===== src/rtl/regpred_pkg.sv =====
package regpred_pkg;
   localparam int unsigned ENT_W = 16;

   // register table entry as written by software
   typedef struct packed {
      logic [4:0] key;
      logic       is_fp;
      logic [1:0] ew;
      logic       is_vec;
      logic [6:0] tgt;
   } reg_ent_t;

   // predicate table entry as written by software
   typedef struct packed {
      logic [6:0] key;
      logic       is_fp;
      logic       zero;
      logic       inv;
      logic       ffirst;
      logic [4:0] preg;
   } pred_ent_t;

   // expanded per-register slots
   typedef struct packed {
      logic       en;
      logic       is_vec;
      logic [1:0] ew;
      logic [6:0] tgt;
   } reg_slot_t;

   typedef struct packed {
      logic       en;
      logic       zero;
      logic       inv;
      logic       ffirst;
      logic [4:0] preg;
   } pred_slot_t;
endpackage


===== src/rtl/regpred_wrgate.sv =====
module regpred_wrgate #(
   parameter int unsigned DEPTH = 4
) (
   input  logic clk,
   input  logic rst_n,
   input  logic clear_i,
   input  logic wr_i,
   output logic accept_o
);
   localparam int unsigned CW = $clog2(DEPTH + 1);

   logic [CW-1:0] cnt_q;

   assign accept_o = wr_i & ~clear_i & (cnt_q < CW'(DEPTH));

   always_ff @(posedge clk or negedge rst_n) begin
      if (!rst_n)        cnt_q <= '0;
      else if (clear_i)  cnt_q <= '0;
      else if (accept_o) cnt_q <= cnt_q + CW'(1);
   end
endmodule


===== src/rtl/regpred_regmap.sv =====
module regpred_regmap
   import regpred_pkg::*;
#(
   parameter int unsigned NUM_REGS = 32,
   parameter int unsigned DEPTH    = 4
) (
   input  logic      clk,
   input  logic      rst_n,
   input  logic      clear_i,
   input  logic      wr_i,
   input  reg_ent_t  ent_i,
   input  logic [4:0] lk_reg_i,
   input  logic      lk_fp_i,
   output reg_slot_t slot_o
);
   localparam int unsigned RW = $clog2(NUM_REGS);

   logic            acc;
   reg_slot_t [1:0] file_slot;

   regpred_wrgate #(.DEPTH(DEPTH)) u_gate (
      .clk     (clk),
      .rst_n   (rst_n),
      .clear_i (clear_i),
      .wr_i    (wr_i),
      .accept_o(acc)
   );

   for (genvar f = 0; f < 2; f++) begin : g_file
      reg_slot_t tbl [NUM_REGS];
      logic      hit_file;

      assign hit_file = acc & (ent_i.is_fp == 1'(f));

      always_ff @(posedge clk or negedge rst_n) begin
         if (!rst_n) begin
            for (int r = 0; r < NUM_REGS; r++) tbl[r] <= '0;
         end else if (clear_i) begin
            for (int r = 0; r < NUM_REGS; r++) tbl[r] <= '0;
         end else if (hit_file) begin
            for (int r = 0; r < NUM_REGS; r++) begin
               if (ent_i.key == 5'(r)) begin
                  tbl[r].en     <= 1'b1;
                  tbl[r].is_vec <= ent_i.is_vec;
                  tbl[r].ew     <= ent_i.ew;
                  tbl[r].tgt    <= ent_i.tgt;
               end
            end
         end
      end

      assign file_slot[f] = tbl[lk_reg_i[RW-1:0]];
   end

   assign slot_o = file_slot[lk_fp_i];
endmodule


===== src/rtl/regpred_predmap.sv =====
module regpred_predmap
   import regpred_pkg::*;
#(
   parameter int unsigned NUM_REGS = 32,
   parameter int unsigned DEPTH    = 4
) (
   input  logic       clk,
   input  logic       rst_n,
   input  logic       clear_i,
   input  logic       wr_i,
   input  pred_ent_t  ent_i,
   input  logic [4:0] lk_reg_i,
   input  logic       lk_fp_i,
   output pred_slot_t slot_o
);
   localparam int unsigned RW = $clog2(NUM_REGS);

   logic             acc;
   pred_slot_t [1:0] file_slot;

   regpred_wrgate #(.DEPTH(DEPTH)) u_gate (
      .clk     (clk),
      .rst_n   (rst_n),
      .clear_i (clear_i),
      .wr_i    (wr_i),
      .accept_o(acc)
   );

   for (genvar f = 0; f < 2; f++) begin : g_file
      pred_slot_t tbl [NUM_REGS];
      logic       hit_file;

      assign hit_file = acc & (ent_i.is_fp == 1'(f));

      always_ff @(posedge clk or negedge rst_n) begin
         if (!rst_n) begin
            for (int r = 0; r < NUM_REGS; r++) tbl[r] <= '0;
         end else if (clear_i) begin
            for (int r = 0; r < NUM_REGS; r++) tbl[r] <= '0;
         end else if (hit_file) begin
            for (int r = 0; r < NUM_REGS; r++) begin
               if (ent_i.key[4:0] == 5'(r)) begin
                  tbl[r].en     <= 1'b1;
                  tbl[r].zero   <= ent_i.zero;
                  tbl[r].inv    <= ent_i.inv;
                  tbl[r].ffirst <= ent_i.ffirst;
                  tbl[r].preg   <= ent_i.preg;
               end
            end
         end
      end

      assign file_slot[f] = tbl[lk_reg_i[RW-1:0]];
   end

   assign slot_o = file_slot[lk_fp_i];
endmodule


===== src/rtl/regpred_maskgen.sv =====
module regpred_maskgen
   import regpred_pkg::*;
#(
   parameter int unsigned XLEN = 64
) (
   input  logic            clk,
   input  logic            rst_n,
   input  logic            lk_valid_i,
   input  logic            found_i,
   input  pred_slot_t      slot_i,
   input  logic [XLEN-1:0] rf_rdata_i,
   output logic            valid_o,
   output logic [XLEN-1:0] mask_o,
   output logic            zero_o,
   output logic            ffirst_o,
   output logic            illegal_o
);
   logic v_q, en_q, inv_q, zero_q, ff_q, x0_q, rsv_q;
   logic rsv_d;
   logic [XLEN-1:0] raw, shaped;

   assign rsv_d = found_i & (slot_i.preg == 5'd0) & slot_i.zero & slot_i.inv;

   always_ff @(posedge clk or negedge rst_n) begin
      if (!rst_n) begin
         v_q <= 1'b0; en_q <= 1'b0; inv_q <= 1'b0; zero_q <= 1'b0;
         ff_q <= 1'b0; x0_q <= 1'b0; rsv_q <= 1'b0;
      end else begin
         v_q    <= lk_valid_i;
         en_q   <= lk_valid_i & found_i;
         inv_q  <= slot_i.inv;
         zero_q <= slot_i.zero;
         ff_q   <= slot_i.ffirst;
         x0_q   <= (slot_i.preg == 5'd0);
         rsv_q  <= lk_valid_i & rsv_d;
      end
   end

   assign raw    = x0_q ? '0 : rf_rdata_i;
   assign shaped = inv_q ? ~raw : raw;

   always_comb begin
      if (rsv_q)      mask_o = '0;
      else if (en_q)  mask_o = shaped;
      else            mask_o = '1;
   end

   assign valid_o   = v_q;
   assign zero_o    = en_q & ~rsv_q & zero_q;
   assign ffirst_o  = en_q & ~rsv_q & ff_q;
   assign illegal_o = rsv_q;
endmodule


===== src/rtl/regpred_lookup.sv =====
module regpred_lookup
   import regpred_pkg::*;
#(
   parameter int unsigned XLEN     = 64,
   parameter int unsigned NUM_REGS = 32,
   parameter int unsigned DEPTH    = 4
) (
   input  logic            clk,
   input  logic            rst_n,
   input  logic            tbl_clear_i,
   input  logic            reg_wr_i,
   input  logic [15:0]     reg_ent_i,
   input  logic            pred_wr_i,
   input  logic [15:0]     pred_ent_i,
   input  logic            lk_valid_i,
   input  logic [4:0]      lk_reg_i,
   input  logic            lk_fp_i,
   output logic [6:0]      lk_redir_o,
   output logic            lk_isvec_o,
   output logic [1:0]      lk_ew_o,
   output logic [4:0]      rf_raddr_o,
   input  logic [XLEN-1:0] rf_rdata_i,
   output logic            pred_valid_o,
   output logic [XLEN-1:0] pred_mask_o,
   output logic            pred_zero_o,
   output logic            pred_ffirst_o,
   output logic            pred_illegal_o
);
   if (XLEN < 8 || XLEN > 1024) begin : g_bad_xlen
      $error("regpred_lookup: XLEN out of range");
   end
   if (NUM_REGS < 2 || NUM_REGS > 32 || (NUM_REGS & (NUM_REGS - 1)) != 0) begin : g_bad_regs
      $error("regpred_lookup: NUM_REGS must be a power of two up to 32");
   end
   if (DEPTH < 1 || DEPTH > 16) begin : g_bad_depth
      $error("regpred_lookup: DEPTH out of range");
   end

   reg_slot_t  rslot;
   pred_slot_t pslot;
   logic       found;

   regpred_regmap #(.NUM_REGS(NUM_REGS), .DEPTH(DEPTH)) u_regmap (
      .clk     (clk),
      .rst_n   (rst_n),
      .clear_i (tbl_clear_i),
      .wr_i    (reg_wr_i),
      .ent_i   (reg_ent_t'(reg_ent_i)),
      .lk_reg_i(lk_reg_i),
      .lk_fp_i (lk_fp_i),
      .slot_o  (rslot)
   );

   regpred_predmap #(.NUM_REGS(NUM_REGS), .DEPTH(DEPTH)) u_predmap (
      .clk     (clk),
      .rst_n   (rst_n),
      .clear_i (tbl_clear_i),
      .wr_i    (pred_wr_i),
      .ent_i   (pred_ent_t'(pred_ent_i)),
      .lk_reg_i(lk_reg_i),
      .lk_fp_i (lk_fp_i),
      .slot_o  (pslot)
   );

   assign found      = rslot.en & pslot.en;
   assign lk_isvec_o = rslot.en & rslot.is_vec;
   assign lk_redir_o = lk_isvec_o ? rslot.tgt : {2'b00, lk_reg_i};
   assign lk_ew_o    = rslot.en ? rslot.ew : 2'b00;
   assign rf_raddr_o = found ? pslot.preg : 5'd0;

   regpred_maskgen #(.XLEN(XLEN)) u_maskgen (
      .clk       (clk),
      .rst_n     (rst_n),
      .lk_valid_i(lk_valid_i),
      .found_i   (found),
      .slot_i    (pslot),
      .rf_rdata_i(rf_rdata_i),
      .valid_o   (pred_valid_o),
      .mask_o    (pred_mask_o),
      .zero_o    (pred_zero_o),
      .ffirst_o  (pred_ffirst_o),
      .illegal_o (pred_illegal_o)
   );
endmodule


===== config.mk =====
export PLATFORM = sky130hd
export DESIGN_NAME = regpred_lookup
export DESIGN_NICKNAME = d
export VERILOG_FILES = /design/src/rtl/regpred_pkg.sv /design/src/rtl/regpred_wrgate.sv /design/src/rtl/regpred_regmap.sv /design/src/rtl/regpred_predmap.sv /design/src/rtl/regpred_maskgen.sv /design/src/rtl/regpred_lookup.sv
export SDC_FILE = /design/constraint.sdc
export NUM_CORES = 2
export LEC_CHECK = 0
export BUFFER_PORTS_ARGS = -buffer_cell sky130_fd_sc_hd__clkbuf_2
export CAP_MARGIN = 10
export CORE_UTILIZATION = 65
export CTS_BUF_LIST = sky130_fd_sc_hd__clkbuf_4 sky130_fd_sc_hd__clkbuf_8 sky130_fd_sc_hd__clkbuf_16
export DETAILED_ROUTE_END_ITERATION = 8
export PLACE_DENSITY = 0.89
export SLEW_MARGIN = 20
export SYNTH_ARGS = -nofsm -noshare
export SYNTH_HDL_FRONTEND = slang
export SYNTH_SLANG_ARGS = --single-unit
export TNS_END_PERCENT = 30

===== constraint.sdc =====
create_clock -name clk -period 7.1 [get_ports clk]
set_input_delay 0.71 -clock clk [delete_from_list [all_inputs] [get_ports clk]]
set_output_delay 0.71 -clock clk [all_outputs]
set_load 0.03 [all_outputs]

# After elaboration in Yosys (flattened, before gate mapping)
# Index checks and enable logic that the tools add are counted.
[totals]
reg_bits = 1293
in_bits = 108
out_inout_bits = 83
word_cells = 977
[op_classes]
magnitude_cmp = 4
bitwise = 24
n_reduce_logical = 201
add_sub_neg = 2
mux = 99
n_eq_ne = 62
[op_table]
columns = ["cell", "count"]
rows = [
  ["2-to-1 mux 352 bit", 4],
  ["2-to-1 mux 288 bit", 4],
  ["2-to-1 mux 11 bit", 38],
  ["2-to-1 mux 9 bit", 38],
  ["2-to-1 mux 64 bit", 4],
  ["AND reduction 2 bit", 128],
  ["== test 5 bit (second input constant)", 32],
  ["nonzero test 2 bit", 70],
  ["binary-select mux 11 bit (select 5 bit)", 2],
  ["binary-select mux 9 bit (select 5 bit)", 2],
  ["== test 5 x 4 -> 1 bit (second input constant)", 16],
  ["NOT 64 bit", 1],
  ["== test 5 x 3 -> 1 bit (second input constant)", 8],
  ["== test 5 x 2 -> 1 bit (second input constant)", 4],
  ["bitwise AND 1 bit", 18],
  ["zero test 5 bit", 3],
  ["2-to-1 mux 3 bit", 4],
  ["== test 5 x 1 -> 1 bit (second input constant)", 2],
  ["2-to-1 mux 7 bit", 1],
  ["adder 3 x 1 -> 3 bit (second input constant)", 2],
  [">= comparator 6 bit (second input constant)", 1],
  ["less-than comparator 3 bit (second input constant)", 2],
  ["NOT 5 -> 6 bit", 1],
  ["2-to-1 mux 5 bit", 1],
  ["3 further kinds", 6],
]

# Longest topological paths before layout
[depth]
depth_word = 11
depth_mapped = 12
mapped_depth_nobuf = 7

# Hierarchy
# From an unflattened synthesis, not the netlist that was laid out.
[unflattened]
cells_unflattened = 5364
hier_area_um2 = 59369.4
[by_module_without_submodules]
columns = ["mod", "area_each_um2", "seq_area_each_um2", "instances", "cells_each"]
rows = [
  ["regpred_regmap", 30868.4, 17616.9, 1, 2886],
  ["regpred_predmap", 25738.4, 14413.8, 1, 2183],
  ["regpred_maskgen", 2274.7, 175.2, 1, 249],
  ["regpred_wrgate", 163.9, 75.1, 2, 14],
  ["regpred_lookup", 160.2, 0.0, 1, 18],
]

# Worst setup path after synthesis
# No wires, ideal clock.
[synth_path]
kind = "in2out"
startpoint = "input port lk_reg_i[0]"
endpoint = "output port rf_raddr_o[0]"
required_ns = 6.390
path_slack_ns = 3.338
stages = 11
n_path_buf = 5
arrival_ns = 3.052
cell_sequence = "buf_2 > buf_2 > buf_4 > buf_4 > buf_4 > mux2i_1 > nand4_1 > nand3_1 > a21oi_1 > o311ai_1 > nor2_1"
[synth_via]
elab_chain_cells = 8
elab_cells_between_ends = 19
cone_classes = "17 x mux; 2 x bitwise"
[synth_rtl]
columns = ["item", "line_no", "rtl"]
rows = [
  ["start: declaration", "regpred_lookup.sv:16", "input logic [4:0] lk_reg_i,"],
  ["NOT 5 -> 6 bit (not written as such) (*)", "regpred_regmap.sv:52, regpred_predmap.sv:53", ""],
  ["binary-select mux 11 bit (select 5 bit) or binary-select mux 9 bit (select 5 bit) (tied branches)", "regpred_regmap.sv:52, regpred_predmap.sv:53", ""],
  ["2-to-1 mux 11 bit (not written as such) or 2-to-1 mux 9 bit (tied branches) (2 in a row)", "regpred_regmap.sv:52, regpred_predmap.sv:53", ""],
  ["2-to-1 mux 11 bit (not written as such) or 2-to-1 mux 9 bit (tied branches) (2 in a row)", "regpred_regmap.sv:55, regpred_predmap.sv:56", ""],
  ["bitwise AND 1 bit", "regpred_lookup.sv:65", "assign found = rslot.en & pslot.en;"],
  ["2-to-1 mux 5 bit (*)", "regpred_lookup.sv:69", "assign rf_raddr_o = found ? pslot.preg : 5'd0;"],
  ["end: declaration", "regpred_lookup.sv:21", "output logic [4:0] rf_raddr_o,"],
]
# Every way passes the cells marked *; elsewhere a longest branch is shown, timed or not. The select of a mux whose other input is x is not followed.

# Worst setup path in the final report
[layout_path]
startpoint = "input port lk_reg_i[0]"
endpoint = "output port rf_raddr_o[2]"
# The elaborated chain is that of the path after synthesis.

==> run_results.csv <==
group,metric,value,unit
status,status,"finished, violations left",
status,violations,"design-rule violations, negative hold slack",
floorplanning,pin_count,191,
final_layout,final_cells,6521,
floorplanning,core-area,0.0884,mm²
grt,antenna_found_initial,14,
yosys,yosys.cell_count.top_type,"nand2_1",
yosys,ys_ff_latch,1293,
setup_path,reg2reg_depth,6,
clock_tree,cts.sinks,1293,
sta,whs,-0.0481,ns
floorplanning,num_rows,109,
final_layout,nFillCells,5333,
detailed_routing,drc,1,
clock_tree,post_cts_buffers,0,
sta,hold_viol,16,
detailed_routing,wl_per_cell,25.6,µm
grt,grt.met2_usage,0.587,
setup_path,start_kind,"primary input",
floorplanning,die_x,301,µm
setup_path,r2r_setup_slack,4.06,ns
floorplanning,start_util,0.657,
setup_path,timing.rr.start,"u_predmap.g_file[0].tbl[2]",
sta,period_share,0.727,
grt,met3_usage,0.112,
setup_path,crit_path_max_fanout,78,
yosys,synth_area,0.0581,mm²
grt,grt_use_total,0.376,
detailed_routing,avgViaCountPerCell,6.94,
yosys,synth_fp_nets,5499,
grt,grt_overflow_total,0,
setup_path,worst_setup_path_end_kind,"primary output",
setup_path,critical_path_class,"primary input to primary output",
yosys,ys_seq_area_frac,0.557,
setup_path,crit_required,6.39,ns
sta,slew_headroom,0.236,
sta,tightest_slew,1.15,ns
yosys,synth_edf_count,0,
sta,rsz0062_at_grt,"false",
detailed_routing,vias,45200,
yosys,ys_warn_count,0,
flow_run,maxCapViolations,0,
power,leakage,28.3,nW
placement,hpwl,95.2,mm
clock_tree,clk_path_buf_depth,3,
sta,timing.fmax,194,MHz
sta,finalSetupViolCount,0,
detailed_routing,drt_iter0_drc,6463,
yosys,synth_top_cell_by_area,"dfrtp_1",
power,p_per_area,287,mW/mm²
detailed_routing,detail-route-antenna-nets,0,
placement,dp_cells,6296,
yosys,synth.distinct_cells,47,
clock_tree,postCtsHoldBufs,0,
clock_tree,htree_num_levels,3,
hold_path,hp-class,"primary input to asynchronous set/reset pin",
floorplanning,die_h,301,µm
grt,busiest_layer,"met2",
floorplanning,die_area,0.0905,mm²
grt,grt_pass1_vias,46600,
final_layout,drive_gt1_frac,0.166,
sta,slew_violations,0,
yosys,async_flop_share,1.00,
detailed_routing,drt-total-wl,167,mm
yosys,synth.area.top_cells,"dfrtp_1 (56%), mux4_2 (14%), o21ai_0 (10%), nand2_1 (8.4%), clkbuf_1 (2.6%)",
grt,grt_pass1_wl,261,mm
setup_path,timing.rr.end,"u_maskgen.illegal_o",
yosys,synth_ff_type,"dfrtp_1",
sta,setup_tns,0,ns
clock_tree,clk_pin_slew,0.06,ns
grt,grt_max_degree,185,
clock_tree,cts_made_buffers,120,
power,p_total,18.2,mW
detailed_routing,drtPass1Iterations,9,
clock_tree,cts_tree,"built",
yosys,yosys.area.top_type_share,0.557,
grt,use_met1,0.460,
sta,final.setup_skew,0.0307,ns
yosys,synth_cells,5389,
final_layout,num-nets-final,5364,
final_layout,areaGrowthSynthToFinish,9.19,%
setup_path,arrival,4.45,ns
clock_tree,cts_resized,0,
sta,period_minus_slack,5.16,ns
yosys,synth_common_cells,"nand2_1 (1,304), dfrtp_1 (1,293), o21ai_0 (1,157), clkbuf_1 (406), mux4_2 (371)",
clock_tree,clkLatencyLatePin,0.73,ns
clock_tree,root_buffer,"clkbuf_16",
placement,portBuffers,188,
yosys,syn_avg_cell_area,10.8,µm²
placement,globalplace.congestion,0.942,
power,vdd_drop_max,0.336,mV
power by group:
group          switching [mW]  internal (mW)
registers               0.534           8.16
logic                    1.68           1.01
clock network            2.88           3.96
worst max-delay path by stage:
| stage | start | endpoint |
|---|---|---|
| after floorplan | lk_reg_i[0] | rf_raddr_o[0] |
| after global placement | lk_reg_i[0] | lk_redir_o[0] |
| after detailed placement | lk_reg_i[0] | lk_redir_o[2] |
| after CTS | lk_reg_i[0] | lk_redir_o[3] |
| after global routing | lk_reg_i[0] | lk_redir_o[3] |
| final | lk_reg_i[0] | rf_raddr_o[2] |
metrics by stage:
stage	setup WS [ns]	utilization	area, µm²
floorplan	3.34	-	58100
global placement	2.06	0.669	59100
detailed placement	2.05	0.669	59200
CTS	2.01	0.717	63400
global route	1.83	0.717	63400
finish	1.94	0.717	63400
per-layer routing:
layer  part of all wire  vias up
met1               0.33    22300
met3               0.12      975
met5            0.00087        -
li1                   -    18300
met2               0.47     3569
met4              0.073       20
registers in the layout, summed over array words and instances, names as in the netlist:
name and count:
u_predmap.u_gate.cnt_q 3, u_maskgen.inv_q 1, u_predmap.g_file.tbl 576, u_maskgen.en_q 1, u_maskgen.zero_q 1, u_maskgen.valid_o 1, u_maskgen.ff_q 1, u_maskgen.illegal_o 1
u_maskgen.x0_q 1, u_regmap.g_file.tbl 704, u_regmap.u_gate.cnt_q 3
logic make-up after synthesis:
family          count (synthesis)  share of synthesized area
compound gates               1492                      0.134
flops                        1293                      0.557
fa+ha+maj                       2                   0.000431
xor+xnor                       66                    0.00995
simple gates                 1549                      0.107
buf+inv                       574                     0.0393
mux                           413                      0.151
critical path: stages:
cell      delay, ns
buf_8          0.66
buf_12         0.53
mux4_2         0.63
mux4_2         0.52
a21boi_1       0.16
nor4_2         0.67
nor2_1         0.10
clkbuf_2       0.22
final cells by class:
cell class                 count  area, µm²  area share
tap                         1165       1460      0.0230
clock inverter                43        551     0.00868
inverter                      74        278     0.00438
clock buffer                 177       3650      0.0576
sequential                  1293      32400       0.510
antenna                        4       10.0    0.000158
timing repair buffer         243       1570      0.0248
multi-input combinational   3522      23500       0.371
placed cells by master (no fill, tap or decap), drive strengths merged, types with 34 or more instances in the layout:
cell type,instances
o21ai,1157
nor2,85
xnor2,66
buf,62
mux2i,34
a21oi,212
a21o,50
dfrtp,1293
mux4,371
inv,77
nand2,1304
clkbuf,358
nor2b,84
Note: power is estimated with default switching activity, not from simulation.
